$ cat config.mk
export PLATFORM = sky130hd
export DESIGN_NAME = aud_ctl_i2c_slave
export DESIGN_NICKNAME = d
export VERILOG_FILES = /design/src/rtl/aud_ctl_pkg.sv /design/src/rtl/aud_ctl_line_filter.sv /design/src/rtl/aud_ctl_i2c_engine.sv /design/src/rtl/aud_ctl_regfile.sv /design/src/rtl/aud_ctl_i2c_slave.sv
export SDC_FILE = /design/constraint.sdc
export NUM_CORES = 1
export LEC_CHECK = 0
export ABC_AREA = 1
export BUFFER_PORTS_ARGS = -buffer_cell sky130_fd_sc_hd__buf_2
export CORE_ASPECT_RATIO = 1.4
export CORE_MARGIN = 2
export CORE_UTILIZATION = 48
export DETAILED_ROUTE_END_ITERATION = 10
export GPL_ROUTABILITY_DRIVEN = 0
export PLACE_DENSITY = 0.75
export SYNTH_ARGS = -nofsm -noshare
export SYNTH_HDL_FRONTEND = slang
export SYNTH_SLANG_ARGS = --single-unit
$ cat constraint.sdc
create_clock -name clk -period 3 [get_ports clk]
set_clock_uncertainty 0.05 [all_clocks]
set_input_delay 0.45 -clock clk [delete_from_list [all_inputs] [get_ports clk]]
set_output_delay 0.45 -clock clk [all_outputs]
set_load 0.03 [all_outputs]
$ cat src/rtl/aud_ctl_pkg.sv
package aud_ctl_pkg;
  localparam int          NREG     = 10;
  localparam int          AW       = $clog2(NREG);
  localparam logic [7:0]  DEV_BASE = 8'h80;
  localparam int          IDX_HP   = 7;
  localparam int          IDX_SC   = 8;
  localparam int          IDX_SPK  = 9;
  localparam int          MUTE_BIT = 6;

  typedef enum logic [1:0] {PH_IDLE, PH_RX, PH_ACK, PH_SKIP} phase_t;
  typedef enum logic [1:0] {RL_ADDR, RL_SUB, RL_DATA}        role_t;

  // bits that exist in each register; the rest are stored as 0
  function automatic logic [7:0] live_bits(int idx);
    case (idx)
      0, 5, 6: live_bits = 8'h3F;
      1, 2, 3: live_bits = 8'h1F;
      4:       live_bits = 8'h0F;
      7:       live_bits = 8'h4F;
      8:       live_bits = 8'h7F;
      9:       live_bits = 8'hFF;
      default: live_bits = 8'h00;
    endcase
  endfunction

  // value after reset: every output muted
  function automatic logic [7:0] power_on(int idx);
    power_on = (idx >= IDX_HP && idx <= IDX_SPK) ? 8'h40 : 8'h00;
  endfunction
endpackage

$ cat src/rtl/aud_ctl_line_filter.sv
module aud_ctl_line_filter #(
  parameter int STAGES = 2,
  parameter int HOLD   = 3
) (
  input  logic clk,
  input  logic rst_n,
  input  logic line_i,
  output logic line_o
);
  localparam int CW = $clog2(HOLD + 1);

  logic [STAGES-1:0] sync_q;
  logic [CW-1:0]     cnt_q, cnt_n;
  logic              lvl_q, lvl_n;

  for (genvar s = 0; s < STAGES; s++) begin : g_sync
    if (s == 0) begin : g_first
      always_ff @(posedge clk or negedge rst_n)
        if (!rst_n) sync_q[s] <= 1'b1;
        else        sync_q[s] <= line_i;
    end else begin : g_next
      always_ff @(posedge clk or negedge rst_n)
        if (!rst_n) sync_q[s] <= 1'b1;
        else        sync_q[s] <= sync_q[s-1];
    end
  end

  always_comb begin
    cnt_n = cnt_q;
    lvl_n = lvl_q;
    if (sync_q[STAGES-1] == lvl_q) begin
      cnt_n = '0;
    end else if (cnt_q == CW'(HOLD - 1)) begin
      lvl_n = sync_q[STAGES-1];
      cnt_n = '0;
    end else begin
      cnt_n = cnt_q + 1'b1;
    end
  end

  always_ff @(posedge clk or negedge rst_n)
    if (!rst_n) begin
      cnt_q <= '0;
      lvl_q <= 1'b1;
    end else begin
      cnt_q <= cnt_n;
      lvl_q <= lvl_n;
    end

  assign line_o = lvl_q;
endmodule

$ cat src/rtl/aud_ctl_i2c_engine.sv
module aud_ctl_i2c_engine
  import aud_ctl_pkg::*;
(
  input  logic          clk,
  input  logic          rst_n,
  input  logic          scl_f,
  input  logic          sda_f,
  input  logic          addr_sel,
  output logic          sda_oe,
  output logic          wr_en,
  output logic [AW-1:0] wr_addr,
  output logic [7:0]    wr_data
);
  phase_t     ph_q, ph_n;
  role_t      role_q, role_n;
  logic [3:0] bit_q, bit_n;
  logic [7:0] sh_q, sh_n;
  logic [7:0] ptr_q, ptr_n;
  logic       oe_q, oe_n;
  logic       scl_d, sda_d;

  logic scl_rise, scl_fall, bus_start, bus_stop, byte_done, addr_hit, ptr_live;

  assign scl_rise  = scl_f & ~scl_d;
  assign scl_fall  = ~scl_f & scl_d;
  assign bus_start = scl_f & scl_d & sda_d & ~sda_f;
  assign bus_stop  = scl_f & scl_d & ~sda_d & sda_f;
  assign byte_done = (ph_q == PH_RX) && scl_fall && (bit_q == 4'd8);
  assign addr_hit  = (sh_q == {DEV_BASE[7:2], addr_sel, 1'b0});
  assign ptr_live  = (ptr_q < 8'(NREG));

  always_comb begin
    ph_n   = ph_q;
    role_n = role_q;
    bit_n  = bit_q;
    sh_n   = sh_q;
    ptr_n  = ptr_q;
    oe_n   = oe_q;
    if (bus_start) begin
      ph_n   = PH_RX;
      role_n = RL_ADDR;
      bit_n  = '0;
      oe_n   = 1'b0;
    end else if (bus_stop) begin
      ph_n = PH_IDLE;
      oe_n = 1'b0;
    end else begin
      case (ph_q)
        PH_RX: begin
          if (scl_rise && bit_q < 4'd8) begin
            sh_n  = {sh_q[6:0], sda_f};
            bit_n = bit_q + 1'b1;
          end else if (byte_done) begin
            ph_n = PH_ACK;
            oe_n = 1'b1;
            case (role_q)
              RL_ADDR: if (!addr_hit) begin
                ph_n = PH_SKIP;
                oe_n = 1'b0;
              end
              RL_SUB:  ptr_n = sh_q;
              default: if (ptr_q != 8'hFF) ptr_n = ptr_q + 1'b1;
            endcase
          end
        end
        PH_ACK: begin
          if (scl_fall) begin
            oe_n   = 1'b0;
            ph_n   = PH_RX;
            bit_n  = '0;
            role_n = (role_q == RL_ADDR) ? RL_SUB : RL_DATA;
          end
        end
        default: ;
      endcase
    end
  end

  always_ff @(posedge clk or negedge rst_n)
    if (!rst_n) begin
      ph_q   <= PH_IDLE;
      role_q <= RL_ADDR;
      bit_q  <= '0;
      sh_q   <= '0;
      ptr_q  <= '0;
      oe_q   <= 1'b0;
      scl_d  <= 1'b1;
      sda_d  <= 1'b1;
    end else begin
      ph_q   <= ph_n;
      role_q <= role_n;
      bit_q  <= bit_n;
      sh_q   <= sh_n;
      ptr_q  <= ptr_n;
      oe_q   <= oe_n;
      scl_d  <= scl_f;
      sda_d  <= sda_f;
    end

  assign sda_oe  = oe_q;
  assign wr_en   = byte_done && (role_q == RL_DATA) && ptr_live;
  assign wr_addr = ptr_q[AW-1:0];
  assign wr_data = sh_q;
endmodule

$ cat src/rtl/aud_ctl_regfile.sv
module aud_ctl_regfile
  import aud_ctl_pkg::*;
(
  input  logic                      clk,
  input  logic                      rst_n,
  input  logic                      wr_en,
  input  logic [AW-1:0]             wr_addr,
  input  logic [7:0]                wr_data,
  output logic [NREG-1:0][7:0]      regs_o
);
  for (genvar i = 0; i < NREG; i++) begin : g_reg
    localparam logic [7:0] KEEP = live_bits(i);
    localparam logic [7:0] INIT = power_on(i);
    logic       hit;
    logic [7:0] q, d;
    assign hit = wr_en && (wr_addr == AW'(i));
    assign d   = wr_data & KEEP;
    always_ff @(posedge clk or negedge rst_n)
      if (!rst_n)   q <= INIT;
      else if (hit) q <= d;
    assign regs_o[i] = q;
  end
endmodule

$ cat src/rtl/aud_ctl_i2c_slave.sv
module aud_ctl_i2c_slave
  import aud_ctl_pkg::*;
#(
  parameter int SYNC_STAGES = 2,
  parameter int GLITCH_CYC  = 3
) (
  input  logic       clk,
  input  logic       rst_n,
  input  logic       scl_i,
  input  logic       sda_i,
  output logic       sda_oe,
  input  logic       addr_sel,
  output logic [5:0] spk_vol,
  output logic [4:0] bal_l,
  output logic [4:0] bal_r,
  output logic [4:0] bass,
  output logic [3:0] treble,
  output logic [5:0] hp_vol_l,
  output logic [5:0] hp_vol_r,
  output logic [3:0] hp_src,
  output logic       hp_mute,
  output logic [3:0] scart_src,
  output logic       scart_mute,
  output logic [3:0] spk_src,
  output logic       spk_mute,
  output logic       fx_wide,
  output logic       fx_effect,
  output logic       fx_stereo,
  output logic       port1_pull,
  output logic       port2_pull
);
  logic [1:0]            rst_pipe;
  logic                  rst_s;
  logic                  scl_f, sda_f;
  logic                  wr_en;
  logic [AW-1:0]         wr_addr;
  logic [7:0]            wr_data;
  logic [NREG-1:0][7:0]  reg_q;

  // asynchronous assert, synchronous release
  always_ff @(posedge clk or negedge rst_n)
    if (!rst_n) rst_pipe <= 2'b00;
    else        rst_pipe <= {rst_pipe[0], 1'b1};
  assign rst_s = rst_pipe[1];

  aud_ctl_line_filter #(.STAGES(SYNC_STAGES), .HOLD(GLITCH_CYC)) u_scl_flt (
    .clk(clk), .rst_n(rst_s), .line_i(scl_i), .line_o(scl_f));
  aud_ctl_line_filter #(.STAGES(SYNC_STAGES), .HOLD(GLITCH_CYC)) u_sda_flt (
    .clk(clk), .rst_n(rst_s), .line_i(sda_i), .line_o(sda_f));

  aud_ctl_i2c_engine u_eng (
    .clk(clk), .rst_n(rst_s), .scl_f(scl_f), .sda_f(sda_f), .addr_sel(addr_sel),
    .sda_oe(sda_oe), .wr_en(wr_en), .wr_addr(wr_addr), .wr_data(wr_data));

  aud_ctl_regfile u_rf (
    .clk(clk), .rst_n(rst_s), .wr_en(wr_en), .wr_addr(wr_addr),
    .wr_data(wr_data), .regs_o(reg_q));

  assign spk_vol    = reg_q[0][5:0];
  assign bal_l      = reg_q[1][4:0];
  assign bal_r      = reg_q[2][4:0];
  assign bass       = reg_q[3][4:0];
  assign treble     = reg_q[4][3:0];
  assign hp_vol_l   = reg_q[5][5:0];
  assign hp_vol_r   = reg_q[6][5:0];
  assign hp_src     = reg_q[IDX_HP][3:0];
  assign hp_mute    = reg_q[IDX_HP][MUTE_BIT];
  assign scart_src  = reg_q[IDX_SC][3:0];
  assign scart_mute = reg_q[IDX_SC][MUTE_BIT];
  assign port1_pull = ~reg_q[IDX_SC][5];
  assign port2_pull = ~reg_q[IDX_SC][4];
  assign spk_src    = reg_q[IDX_SPK][3:0];
  assign spk_mute   = reg_q[IDX_SPK][MUTE_BIT];
  assign fx_wide    = reg_q[IDX_SPK][7];
  assign fx_effect  = reg_q[IDX_SPK][5];
  assign fx_stereo  = reg_q[IDX_SPK][4];
endmodule

; Word level (Yosys, flattened, before mapping)
; Index checks and enable logic that the tools add are counted.
[word_totals]
register_bits = 96
out_inout_bits = 58
elab_cells = 139
[op_classes]
addsub = 4
magnitude_cmp = 2
eq_ne = 26
n_mux = 32
n_bitwise = 19
reduce_logical = 29
[op_table]
columns = op, n
row1 = two-way mux 2 bit, 15
row2 = == test 4 x 3 -> 1 bit (second input constant), 4
row3 = two-way mux 4 bit, 4
row4 = one-hot mux 8 bit (2 select lines), 1
row5 = logical AND 1 bit, 15
row6 = == test 4 bit (second input constant), 3
row7 = inverter 1 bit, 12
row8 = AND reduction 4 bit, 3
row9 = adder 8 x 1 -> 8 bit (second input constant), 1
row10 = == test 2 bit (second input constant), 4
row11 = == test 4 x 2 -> 1 bit (second input constant), 2
row12 = == test 8 bit, 1
row13 = less-than comparator 8 x 4 -> 1 bit (second input constant), 1
row14 = two-way mux 1 bit, 8
row15 = two-way mux 8 bit, 1
row16 = inequality test 4 x 1 -> 1 bit (second input constant), 2
row17 = inequality test 8 bit (second input constant), 1
row18 = one-hot mux 4 bit (2 select lines), 1
row19 = AND 1 bit, 7
row20 = AND reduction 7 bit, 1
row21 = nonzero test 2 bit, 3
row22 = adder 2 x 1 -> 2 bit (second input constant), 2
row23 = adder 4 x 1 -> 4 bit (second input constant), 1
row24 = == test 2 x 1 -> 1 bit (second input constant), 2
row25 = 15 further kinds, 17

; Depth between registers and ports, before layout
; Gate-level depths: netlist of run 1.
[logic_depth]
word_depth = 9
depth_mapped = 10

; Cells and area by module
; Synthesis of run 1 repeated with hierarchy kept, for this count alone.
[unflattened]
cells_unflattened = 601
area_unflattened_um2 = 4778.3
[by_module_without_submodules]
columns = module, instances, cells_per_inst, area_each_um2, seq_area_each_um2
row1 = aud_ctl_regfile, 1, 317, 2662.6, 1430.1
row2 = aud_ctl_i2c_engine, 1, 237, 1674.1, 678.2
row3 = aud_ctl_line_filter, 2, 21, 190.2, 128.9
row4 = aud_ctl_i2c_slave, 1, 5, 61.3, 50.0

; Worst setup path after synthesis of run 1
; Ideal clock, no wire load.
[synth_path]
path_type = flip-flop to flip-flop
from = reg u_eng.bit_q[0]
to = reg u_rf.g_reg[8].q[0]
setup_ps = 117
t_arrival_ps = 1408
slack_ps = 1425
stages_incl_launch_ff = 11
period_less_slack_ps = 1575
path_cell_list = dfrtp_1 > inv_1 > ha_1 > nand2_1 > clkinv_1 > nand4_1 > nor2_2 > buf_4 > nand2_1 > nand2_1 > nand2_1
[synth_via]
elab_chain_len = 5
[synth_rtl]
columns = item, line
row1 = "start, declared", aud_ctl_i2c_engine.sv:16  ; logic [3:0] bit_q, bit_n;
row2 = "start signal, assigned", aud_ctl_i2c_engine.sv:92  ; bit_q <= bit_n;
row3 = == test 4 bit, aud_ctl_i2c_engine.sv:28  ; assign byte_done = (ph_q == PH_RX) && scl_fall && (bit_q == 4'd8);
row4 = logical AND 1 bit, aud_ctl_i2c_engine.sv:28
row5 = logical AND 1 bit (2 in series), aud_ctl_i2c_engine.sv:101  ; assign wr_en = byte_done && (role_q == RL_DATA) && ptr_live;
row6 = logical AND 1 bit, aud_ctl_regfile.sv:16  ; assign hit = wr_en && (wr_addr == AW'(i));
row7 = "end signal, assigned", aud_ctl_regfile.sv:19  ; if (!rst_n) q <= INIT;
row8 = "end signal, assigned", aud_ctl_regfile.sv:20  ; else if (hit) q <= d;
row9 = "end, declared", aud_ctl_regfile.sv:15  ; logic [7:0] q, d;
; Every way passes these cells.
; A chain may end at the register's enable or synchronous reset.

; Worst setup path after layout of run 1
[layout_path]
from = reg u_eng.ph_q[1]
to = reg u_rf.g_reg[3].q[3]
[layout_via]
elab_chain_len = 6
[layout_rtl]
columns = item, line
row1 = "start, declared", aud_ctl_i2c_engine.sv:14  ; phase_t ph_q, ph_n;
row2 = "start signal, assigned", aud_ctl_i2c_engine.sv:90  ; ph_q <= ph_n;
row3 = == test 2 x 1 -> 1 bit, aud_ctl_i2c_engine.sv:28
row4 = logical AND 1 bit (2 in series), aud_ctl_i2c_engine.sv:28
row5 = logical AND 1 bit (2 in series), aud_ctl_i2c_engine.sv:101
row6 = logical AND 1 bit, aud_ctl_regfile.sv:16
row7 = "end signal, assigned", aud_ctl_regfile.sv:19
row8 = "end signal, assigned", aud_ctl_regfile.sv:20
row9 = "end, declared", aud_ctl_regfile.sv:15
; Every way passes these cells.

==> reports/qor.log, run 1 <==
qor: status.outcome finished clean
qor: timing.rsz_0062_raised_after_global_routing false
qor: critical_path.crit_end u_rf.g_reg[3].q[3]
qor: synthesis.yosysSeqAreaShare 51.3%
qor: cells_and_area.area_occupied_by_multi_input_gates 1650 um^2
qor: timing.timing.slew.headroom 60.4%
qor: floorplanning.floorplan.die.width 87.7 um
qor: cells_and_area.design.final.nets 605
qor: clock_network.cts.hold.buffers_added 1
qor: clock_network.numClockSinks 96
qor: drt.wire_per_inst 12.7 um
qor: synthesis.synth_warnings 0
qor: critical_path.worstReg2RegStart u_eng.ph_q[1]
qor: critical_path.r2r_cells 10
qor: timing.hold_viol_final 0
qor: timing.final-setup-viol-count 0
qor: synthesis.postSynthCellCount 580
qor: timing.period_needed 1910 ps
qor: placement.io_buffer_count 62
qor: synthesis.synth-seq-cells 96
qor: floorplanning.floorplan.initialDensity 49.5%
qor: drt.drt_wl_total 9.24 mm
qor: clock_network.tritoncts built
qor: cells_and_area.seq_area 2420 um^2
qor: critical_path.worst-endpoint-required 3180 ps
qor: critical_path.startpoint u_eng.ph_q[1]
qor: drt.drc 0
qor: critical_path.cpPeakStageDelay 390 ps
qor: floorplanning.io-pin-count 63
qor: cells_and_area.layout.filler_cells 871
qor: clock_network.clock_buffer_depth 2
qor: synthesis.postSynthAreaPerCell 8.12 um^2
qor: synthesis.syn-num-nets 593
qor: timing.fin_crit_sh 63.6%
qor: synthesis.post_synth_instance_area 4710 um^2
qor: cells_and_area.fin_util 53.7%
qor: grt.global_route_congestion_overflow_total 0
qor: drt.ant_nets 0
qor: run.timing.max_cap.violations 0
qor: grt.grt_first_pass_wirelength 15.6 mm
qor: floorplanning.die_h 121 um
qor: grt.grt_start_max_net_pins 68
qor: critical_path.cell_by_cell_listing_of_the_critical_path inv_1 > ha_1 > nand2_1 > clkinv_1 > nand4_1 > nor2_4 > buf_12 > nand2_1 > nand2_1 > nand2_1
qor: critical_path.timing_worst_setup_path_type register to register
qor: critical_path.worst-path-max-fanout 67
qor: floorplanning.placementRows 42
qor: power_and_ir_drop.power.leakage 2.88 nW
qor: drt.dr.first_iter.drc_count 267
qor: timing.max_freq 524 MHz
qor: grt.overall_track_demand_over_capacity_in_global_routing 18.7%
qor: critical_path.startpoint_type register
qor: power_and_ir_drop.ir_worst_vdd 0.378 mV
qor: timing.drv_slew 0
qor: clock_network.cts_root_buffer sky130_fd_sc_hd__clkbuf_16
qor: cells_and_area.drive_gt1_share 16.8%
qor: floorplanning.core 9510 um^2
qor: clock_network.cts-buffers-inserted 9
qor: critical_path.critical_path_capture_point_type register
qor: critical_path.path_common_cell sky130_fd_sc_hd__nand2_1
qor: clock_network.postCtsSetupBuffers 0
qor: floorplanning.dieArea 10600 um^2
qor: cells_and_area.n_antenna_cell 0
qor: grt.grt_antenna_before_repair 0
qor: grt.first_global_vias 3527
qor: drt.firstDrtPassIters 4
qor: clock_network.clk-insertion-delay-late 340 ps
qor: cells_and_area.layout_commonest_cell sky130_fd_sc_hd__nand2_1
qor: cells_and_area.layout-area-overhead-vs-synth 8.51%
qor: critical_path.timing.reg2reg.setup_slack 1090 ps
qor: cells_and_area.highest_count_cells_in_the_layout_ignoring_fill_and_taps sky130_fd_sc_hd__nand2_1, sky130_fd_sc_hd__dfrtp_1, sky130_fd_sc_hd__nand3_1
qor: clock_network.cts.repair.resized 0
qor: synthesis.yosysUniqueCellTypes 27
qor: critical_path.worst_ep_arrival_time 2080 ps
qor: clock_network.htree_levels 3
qor: clock_network.path_clk_slew 70 ps
qor: hold_path.timing.hold.worst.class input port to register
qor: timing.tightestPinTransition 594 ps
qor: power_and_ir_drop.power_per_cell_area 712 nW/um^2
qor: drt.route.detailed.vias_per_inst 4.93
qor: placement.post-dp-hpwl 6.43 mm
qor: critical_path.critical_path.slowest_cell sky130_fd_sc_hd__dfrtp_1
qor: drt.route.vias.total 3597
qor: timing.fin_tns_setup 0 ps
qor: critical_path.r2r-end u_rf.g_reg[3].q[3]
-- power breakdown --
part | total (mW) | switching [mW] | leakage, nW | internal, mW
clock | 1.22 | 0.484 | 0.145 | 0.733
sequential | 1.71 | 0.248 | 1.28 | 1.46
combinational | 0.712 | 0.469 | 1.46 | 0.243
total | 3.64 | 1.20 | 2.88 | 2.44
-- per-layer routing --
metal	GRT usage [%]	share of wire, %
met5	0	0
met4	8.65	1.5
met3	3.88	4.5
met2	32.1	52
met1	21.9	42
-- metrics by stage --
stage / power [mW] / cells / cell area (um^2) / worst slack (ps) / hold WS (ps)
floorplan: 2.23 / 580 / 4710 / 97.1 / 104
global placement: 2.40 / 712 / 4780 / 1180 / 185
detailed placement: 2.44 / 712 / 4780 / 1110 / 186
CTS: 3.67 / 729 / 5110 / 1090 / 142
global route: 3.87 / 729 / 5110 / 848 / 136
finish: 3.64 / 729 / 5110 / 1090 / 152
-- how the worst min path moves through the flow --
stage | startpoint | end | cells after the start
3_3_place_gp | rst_n | rst_pipe[0] | 1
3_5_place_dp | rst_n | rst_pipe[0] | 1
2_1_floorplan | rst_n | rst_pipe[0] | 0
4_1_cts | scl_i | u_scl_flt.sync_q[0] | 1
6_report | scl_i | u_scl_flt.sync_q[0] | 1
5_1_grt | scl_i | u_scl_flt.sync_q[0] | 1
-- kinds of logic after synthesis --
group	Yosys count	synth area share, %
AND/OR/NAND/NOR	334	29.6
buffers and inverters	114	13.6
flip-flops	96	51.3
AO/OA/AOI/OAI	25	2.87
adder cells (fa/ha/maj)	8	2.13
XOR/XNOR	2	0.372
other	1	0.0797
-- cells in the mapped netlist --
cell type                  instances  area (um^2)
sky130_fd_sc_hd__inv_1            45          169
sky130_fd_sc_hd__clkinv_1          1         3.75
sky130_fd_sc_hd__dfstp_2          11          289
sky130_fd_sc_hd__nand3b_2          1         11.3
sky130_fd_sc_hd__buf_4            50          375
sky130_fd_sc_hd__conb_1            1         3.75
sky130_fd_sc_hd__nor2_1           28          105
sky130_fd_sc_hd__o21bai_1          1         7.51
sky130_fd_sc_hd__nand2_2           1         6.26
sky130_fd_sc_hd__xnor2_1           2         17.5
sky130_fd_sc_hd__nand4_1           4         25.0
sky130_fd_sc_hd__nand3_1          83          415
sky130_fd_sc_hd__inv_2             4         15.0
sky130_fd_sc_hd__o21ai_0          19         95.1
sky130_fd_sc_hd__nand2_1         209          785
sky130_fd_sc_hd__and2_1            1         6.26
sky130_fd_sc_hd__or2_2             1         6.26
sky130_fd_sc_hd__nor2_2            2         12.5
sky130_fd_sc_hd__o211ai_1          1         7.51
sky130_fd_sc_hd__dfrtp_1          85         2130
sky130_fd_sc_hd__nor3_1            4         20.0
sky130_fd_sc_hd__a21oi_1           3         15.0
sky130_fd_sc_hd__o211a_1           1         10.0
sky130_fd_sc_hd__buf_6             3         33.8
sky130_fd_sc_hd__buf_2             3         15.0
sky130_fd_sc_hd__ha_1              8          100
sky130_fd_sc_hd__clkbuf_1          8         30.0
-- cell type report --
type | count | share of cell area (%)
multi-input cells | 370 | 32.4
clock inverters | 6 | 1.79
flip-flops and latches | 96 | 47.4
clock buffers | 10 | 4.48
inverters | 50 | 3.67
well taps | 132 | 3.23
repair buffers | 65 | 7.06
-- worst max-delay path, delay by kind of cell (launching register included) --
family	cells	cell delay, ps
and+or+nand+nor	6	750
DFF	1	390
buffers and inverters	3	390
adders and majority gates	1	200
-- sequential cells by signal, indices dropped and copies added, names as in the netlist --
signal and flops:
rst_pipe 2, u_rf.g.q 57, u_eng.sda_oe 1, u_eng.wr_data 8, u_eng.ph_q 2, u_eng.sda_d 1, u_eng.role_q 2, u_eng.bit_q 4
u_sda_flt.cnt_q 2, u_eng.ptr_q 8, u_scl_flt.line_o 1, u_eng.scl_d 1, u_sda_flt.line_o 1, u_scl_flt.sync_q 2, u_scl_flt.cnt_q 2, u_sda_flt.sync_q 2
Power figures use the tool's default switching activity.
==> run 2: changes to the inputs <==
- clock period: 3 -> 1.66 ns (I/O delays scaled with it)
==> run 2 against run 1 <==
Compared with the run above: the run now ends with negative setup slack left; hold slack gained 8.3 ps; cell count grew 6.0%; power grew 90%; sequential share of layout area shrank 5.2 points; cell area grew 12%; clock-buffer cell count grew 2; first-iteration DRC count grew 13%; worst setup slack lost 1200 ps; sequential power grew 67%; utilization grew 6.7 points; highest routed layer unchanged; critical path type unchanged.
==> reports/qor.log, run 2 (same netlist as run 1, synthesis figures left out) <==
qor: status.outcome finished, violations left
qor: status.violations negative setup slack
qor: power_and_ir_drop.power.leakage 3.25 nW
qor: timing.drv_slew 0
qor: timing.fin_crit_sh 105%
qor: clock_network.tritoncts built
qor: grt.grt_start_max_net_pins 42
qor: cells_and_area.post_layout_nonfiller_instances 773
qor: critical_path.worst-path-max-fanout 8
qor: critical_path.crit_buf_inv 5
qor: placement.post-dp-hpwl 7.01 mm
qor: floorplanning.placementRows 42
qor: placement.placed_area 5060 um^2
qor: grt.global_route_congestion_overflow_total 0
qor: grt.grt_antenna_before_repair 0
qor: grt.first_global_vias 3717
qor: clock_network.path_clk_slew 70 ps
qor: floorplanning.floorplan.initialDensity 49.5%
qor: critical_path.worst-endpoint-required 1900 ps
qor: clock_network.clk-insertion-delay-late 350 ps
qor: drt.route.vias.total 3910
qor: drt.dr.first_iter.drc_count 301
qor: critical_path.critical_path_capture_point_type register
qor: cells_and_area.highest_count_cells_in_the_layout_ignoring_fill_and_taps sky130_fd_sc_hd__nand2_1, sky130_fd_sc_hd__dfrtp_1, sky130_fd_sc_hd__nand3_1
qor: power_and_ir_drop.ir_worst_vdd 0.705 mV
qor: drt.drt_wl_total 10.7 mm
qor: drt.ant_nets 0
qor: floorplanning.dieArea 10600 um^2
qor: grt.overall_track_demand_over_capacity_in_global_routing 20.4%
qor: timing.rsz_0062_raised_after_global_routing true
qor: cells_and_area.post-route-cell-area 5740 um^2
qor: cells_and_area.top_register u_rf.g.q
qor: timing.hold_viol_final 0
qor: timing.final_critical_path_setup_slack -75.5 ps
qor: drt.firstDrtPassIters 6
qor: cells_and_area.design.final.nets 649
qor: critical_path.cpPeakStageDelay 390 ps
qor: critical_path.worst_ep_arrival_time 1970 ps
qor: floorplanning.floorplan.die.width 87.7 um
qor: timing.timing.slew.headroom 59.8%
qor: cells_and_area.drive_gt1_share 30.9%
qor: floorplanning.die_h 121 um
qor: placement.io_buffer_count 62
qor: critical_path.timing_worst_setup_path_type register to register
qor: timing.max_freq 576 MHz
qor: cells_and_area.layout.filler_cells 785
qor: hold_path.timing.hold.worst.class register to async pin
qor: cells_and_area.layout_commonest_cell sky130_fd_sc_hd__nand2_1
qor: timing.final-setup-viol-count 43
qor: floorplanning.io-pin-count 63
qor: placement.numPlacedInstances 748
qor: critical_path.startpoint_type register
qor: critical_path.critical_path.top_delay_family buffers and inverters
qor: grt.grt_first_pass_wirelength 16.9 mm
qor: floorplanning.core 9510 um^2
qor: power_and_ir_drop.power_per_cell_area 1200 nW/um^2
qor: timing.tightestPinTransition 601 ps
qor: drt.drc 0
qor: cells_and_area.layout-area-overhead-vs-synth 22.0%
qor: critical_path.cell_by_cell_listing_of_the_critical_path inv_2 > ha_4 > nand2_2 > inv_2 > nand4_1 > nor2_4 > buf_12 > buf_12 > buf_8 > nand3_2 > nand2_1
qor: clock_network.cts-buffers-inserted 9
qor: clock_network.cts_root_buffer sky130_fd_sc_hd__clkbuf_16
qor: cells_and_area.n_antenna_cell 0
qor: clock_network.clock_buffer_depth 2
qor: timing.period_needed 1740 ps
qor: cells_and_area.largest_register_ffs 57
qor: clock_network.htree_levels 3
qor: drt.route.detailed.vias_per_inst 5.06
qor: critical_path.critical_path.slowest_cell sky130_fd_sc_hd__dfrtp_1
qor: clock_network.numClockSinks 96
qor: run.timing.max_cap.violations 0
qor: drt.wire_per_inst 13.9 um
==> run 2: worst register-to-register path: stages (launching register included) <==
cell	delay, ps
sky130_fd_sc_hd__dfrtp_1	390
sky130_fd_sc_hd__inv_2	80
sky130_fd_sc_hd__ha_4	140
sky130_fd_sc_hd__nand2_2	50
sky130_fd_sc_hd__inv_2	50
sky130_fd_sc_hd__nand4_1	150
sky130_fd_sc_hd__nor2_4	180
sky130_fd_sc_hd__buf_12	130
sky130_fd_sc_hd__buf_12	160
sky130_fd_sc_hd__buf_8	150
sky130_fd_sc_hd__nand3_2	60
sky130_fd_sc_hd__nand2_1	90
==> run 2: cell type report <==
cell class / count / area, um^2 / area share (%)
sequential: 96 / 2420 / 42.1
multi-input combinational: 370 / 1910 / 33.2
timing repair buffer: 109 / 771 / 13.4
clock buffer: 12 / 267 / 4.64
inverter: 50 / 188 / 3.27
tap: 132 / 165 / 2.88
clock inverter: 4 / 26.3 / 0.458
==> run 2: what timing repair did <==
action	CTS	global route
resized for setup	7	71
setup buffers	3	2
gates cloned	2	0
hold buffers	3	0
endpoints found under the hold margin	4	0
setup endpoints to repair	47	72
pin swaps	2	30
==> run 2: metrics by stage <==
step	setup TNS (ps)	setup WS, ps	total power [mW]	hold slack, ps	util [%]
floorplan	0	5.67	4.03	-96.6	-
global placement	0	13.5	4.58	-13.4	53.2
detailed placement	-516	-47.9	4.65	-13.7	53.2
CTS	-472	-33.8	6.70	148	57.7
global route	-5450	-152	7.31	176	60.4
finish	-1450	-75.5	6.90	160	60.4
==> run 2: final timing paths <==
| kind | from | endpoint | slack (ps) | cells past startpoint |
|---|---|---|---|---|
| setup / recovery | u_eng.bit_q[1] | u_rf.g_reg[7].q[6] | -80 | 11 |
| hold / removal | rst_pipe[1] | u_rf.g_reg[1].q[0] | 160 | 0 |
| setup reg to reg | u_eng.bit_q[1] | u_rf.g_reg[7].q[6] | -80 | 11 |
| hold reg to reg | rst_pipe[1] | u_rf.g_reg[1].q[0] | 160 | 0 |
| max in group asynchronous | rst_pipe[1] | u_rf.g_reg[8].q[6] | 850 | 1 |
| min in group clk | rst_pipe[0] | rst_pipe[1] | 300 | 0 |
==> run 2: power breakdown <==
| group | total, mW | leakage, nW | internal, mW | switching, mW |
|---|---|---|---|---|
| sequential | 2.85 | 1.28 | 2.64 | 0.214 |
| combinational | 2.03 | 1.83 | 0.733 | 1.29 |
| clock | 2.02 | 0.145 | 1.14 | 0.882 |
| total | 6.90 | 3.25 | 4.51 | 2.39 |
==> run 2: metal layers <==
metal	global-route usage [%]	up-vias	routed length [um]
met4	12.9	0	479
met2	33.8	140	5530
met1	23.4	1841	4180
met5	0	-	0
li1	-	1890	-
met3	4.22	39	534
==> run 3: changes to the inputs <==
- BUFFER_PORTS_ARGS: -buffer_cell sky130_fd_sc_hd__buf_2 -> unset
- CTS_BUF_LIST: unset -> sky130_fd_sc_hd__clkbuf_2
- DONT_BUFFER_PORTS: unset -> 1
- PLACE_DENSITY: 0.75 -> 0.69
==> run 3 against run 2 <==
Compared with the run above: the run still ends with negative setup slack left; critical path type unchanged; critical path depth stayed put; routed wire length increased by 0.68%; die area is the same; fmax increased by 2.7%.
==> reports/qor.log, run 3 (same netlist as run 1, synthesis figures left out) <==
qor: status.outcome finished, violations left
qor: status.violations negative setup slack
qor: cells_and_area.highest_count_cells_in_the_layout_ignoring_fill_and_taps sky130_fd_sc_hd__nand2_1, sky130_fd_sc_hd__dfrtp_1, sky130_fd_sc_hd__nand3_1
qor: critical_path.worst-endpoint-required 2110 ps
qor: hold_path.timing.hold.worst.class input port to register
qor: power_and_ir_drop.totalPowerFinal 6.11 mW
qor: clock_network.numClockSinks 96
qor: clock_network.path_clk_slew 260 ps
qor: drt.wire_per_inst 14.9 um
qor: power_and_ir_drop.ir_worst_vdd 0.786 mV
qor: floorplanning.io-pin-count 63
qor: floorplanning.placementRows 42
qor: grt.first_global_vias 3618
qor: timing.period_needed 1690 ps
qor: clock_network.cts-buffers-inserted 9
qor: cells_and_area.largest_register_ffs 57
qor: placement.numPlacedInstances 687
qor: drt.ant_nets 0
qor: cells_and_area.drive_gt1_share 29.0%
qor: clock_network.clock_buffer_depth 2
qor: critical_path.timing_worst_setup_path_type register to register
qor: placement.post-dp-hpwl 6.90 mm
qor: timing.hold_viol_final 0
qor: floorplanning.dieArea 10600 um^2
qor: critical_path.startpoint_type register
qor: floorplanning.core 9510 um^2
qor: timing.drv_slew 0
qor: timing.max_freq 592 MHz
qor: cells_and_area.layout.filler_cells 801
qor: cells_and_area.layout-area-overhead-vs-synth 17.3%
qor: drt.drt_wl_total 10.8 mm
qor: drt.drc 0
qor: clock_network.htree_levels 3
qor: floorplanning.floorplan.die.width 87.7 um
qor: grt.grt_antenna_before_repair 1
qor: clock_network.clk-insertion-delay-late 590 ps
qor: clock_network.tritoncts built
qor: floorplanning.floorplan.initialDensity 49.5%
qor: drt.route.detailed.vias_per_inst 5.14
qor: placement.io_buffer_count 0
qor: cells_and_area.fin_util 58.0%
qor: grt.grt_start_max_net_pins 30
qor: drt.firstDrtPassIters 4
qor: timing.final-setup-viol-count 15
qor: power_and_ir_drop.power_per_cell_area 1110 nW/um^2
qor: timing.fin_crit_sh 102%
qor: clock_network.cts_root_buffer sky130_fd_sc_hd__clkbuf_2
qor: timing.rsz_0062_raised_after_global_routing true
qor: grt.grt_first_pass_wirelength 16.6 mm
qor: critical_path.worst-path-max-fanout 8
qor: critical_path.critical_path_capture_point_type register
qor: grt.global_route_congestion_overflow_total 0
qor: cells_and_area.post_layout_nonfiller_instances 726
qor: cells_and_area.top_register u_rf.g.q
qor: critical_path.worst_ep_arrival_time 2140 ps
qor: drt.dr.first_iter.drc_count 221
qor: timing.fin_tns_setup -218 ps
qor: floorplanning.die_h 121 um
qor: power_and_ir_drop.power.leakage 2.87 nW
qor: drt.route.vias.total 3734
qor: cells_and_area.layout_commonest_cell sky130_fd_sc_hd__nand2_1
qor: run.timing.max_cap.violations 0
qor: timing.final_critical_path_setup_slack -29.4 ps
qor: placement.dp_worst_setup_slack -75.1 ps
qor: cells_and_area.design.final.nets 601
qor: grt.overall_track_demand_over_capacity_in_global_routing 20.2%
[run 3: path summary, 6_finish.rpt]
kind	from	to	slack, ps	depth (start not counted)
max	u_eng.ph_q[1]	u_rf.g_reg[9].q[2]	-30	11
min	scl_i	u_scl_flt.sync_q[0]	110	1
max reg2reg	u_eng.ph_q[1]	u_rf.g_reg[9].q[2]	-30	11
min reg2reg	rst_pipe[1]	u_rf.g_reg[1].q[0]	170	0
max in group asynchronous	rst_pipe[1]	u_eng.sda_d	800	1
min in group asynchronous	rst_pipe[1]	u_rf.g_reg[1].q[0]	170	0
[run 3: per-layer routing]
layer | part of all wire, % | global-route usage, %
met1 | 39 | 22.2
met3 | 5.4 | 5.58
met4 | 2.6 | 9.23
met5 | 0 | 0
met2 | 53 | 35.4
[run 3: per-stage QoR]
stage | hold slack, ps | area (um^2)
finish | 112 | 5520
global route | 48.3 | 5520
CTS | 89.4 | 5190
detailed placement | -96.5 | 4770
global placement | -96.5 | 4770
floorplan | -96.6 | 4710
[run 3: area by class of cell]
type	instances	area [um^2]	area share, %
flip-flops and latches	96	2420	43.9
multi-input cells	371	2030	36.8
repair buffers	60	617	11.2
inverters	50	191	3.47
well taps	132	165	2.99
clock buffers	10	50.0	0.907
clock inverters	6	42.5	0.771
diodes	1	2.50	0.0453
[run 3: what timing repair did]
item,CTS,global route
buffers inserted,11,3
hold endpoints to repair,5,0
endpoints found under the setup margin,55,72
cloned,2,2
pin swaps,16,26
gates resized for setup,39,74
hold buffers,5,0
[run 3: power by group]
| part | internal (mW) | switching, mW |
|---|---|---|
| logic | 0.817 | 1.36 |
| clock network | 0.210 | 0.822 |
| registers | 2.64 | 0.256 |
[run 3: worst max-delay path: stages, from the launching register on]
cell and delay [ps]:
sky130_fd_sc_hd__dfrtp_1 440, sky130_fd_sc_hd__inv_2 80, sky130_fd_sc_hd__ha_4 140, sky130_fd_sc_hd__nand2_2 50
sky130_fd_sc_hd__clkinv_2 40, sky130_fd_sc_hd__nand4_1 120, sky130_fd_sc_hd__nor2_4 160, sky130_fd_sc_hd__buf_6 160
sky130_fd_sc_hd__buf_12 160, sky130_fd_sc_hd__nand2_8 90, sky130_fd_sc_hd__nand2_2 70, sky130_fd_sc_hd__nand2_1 60
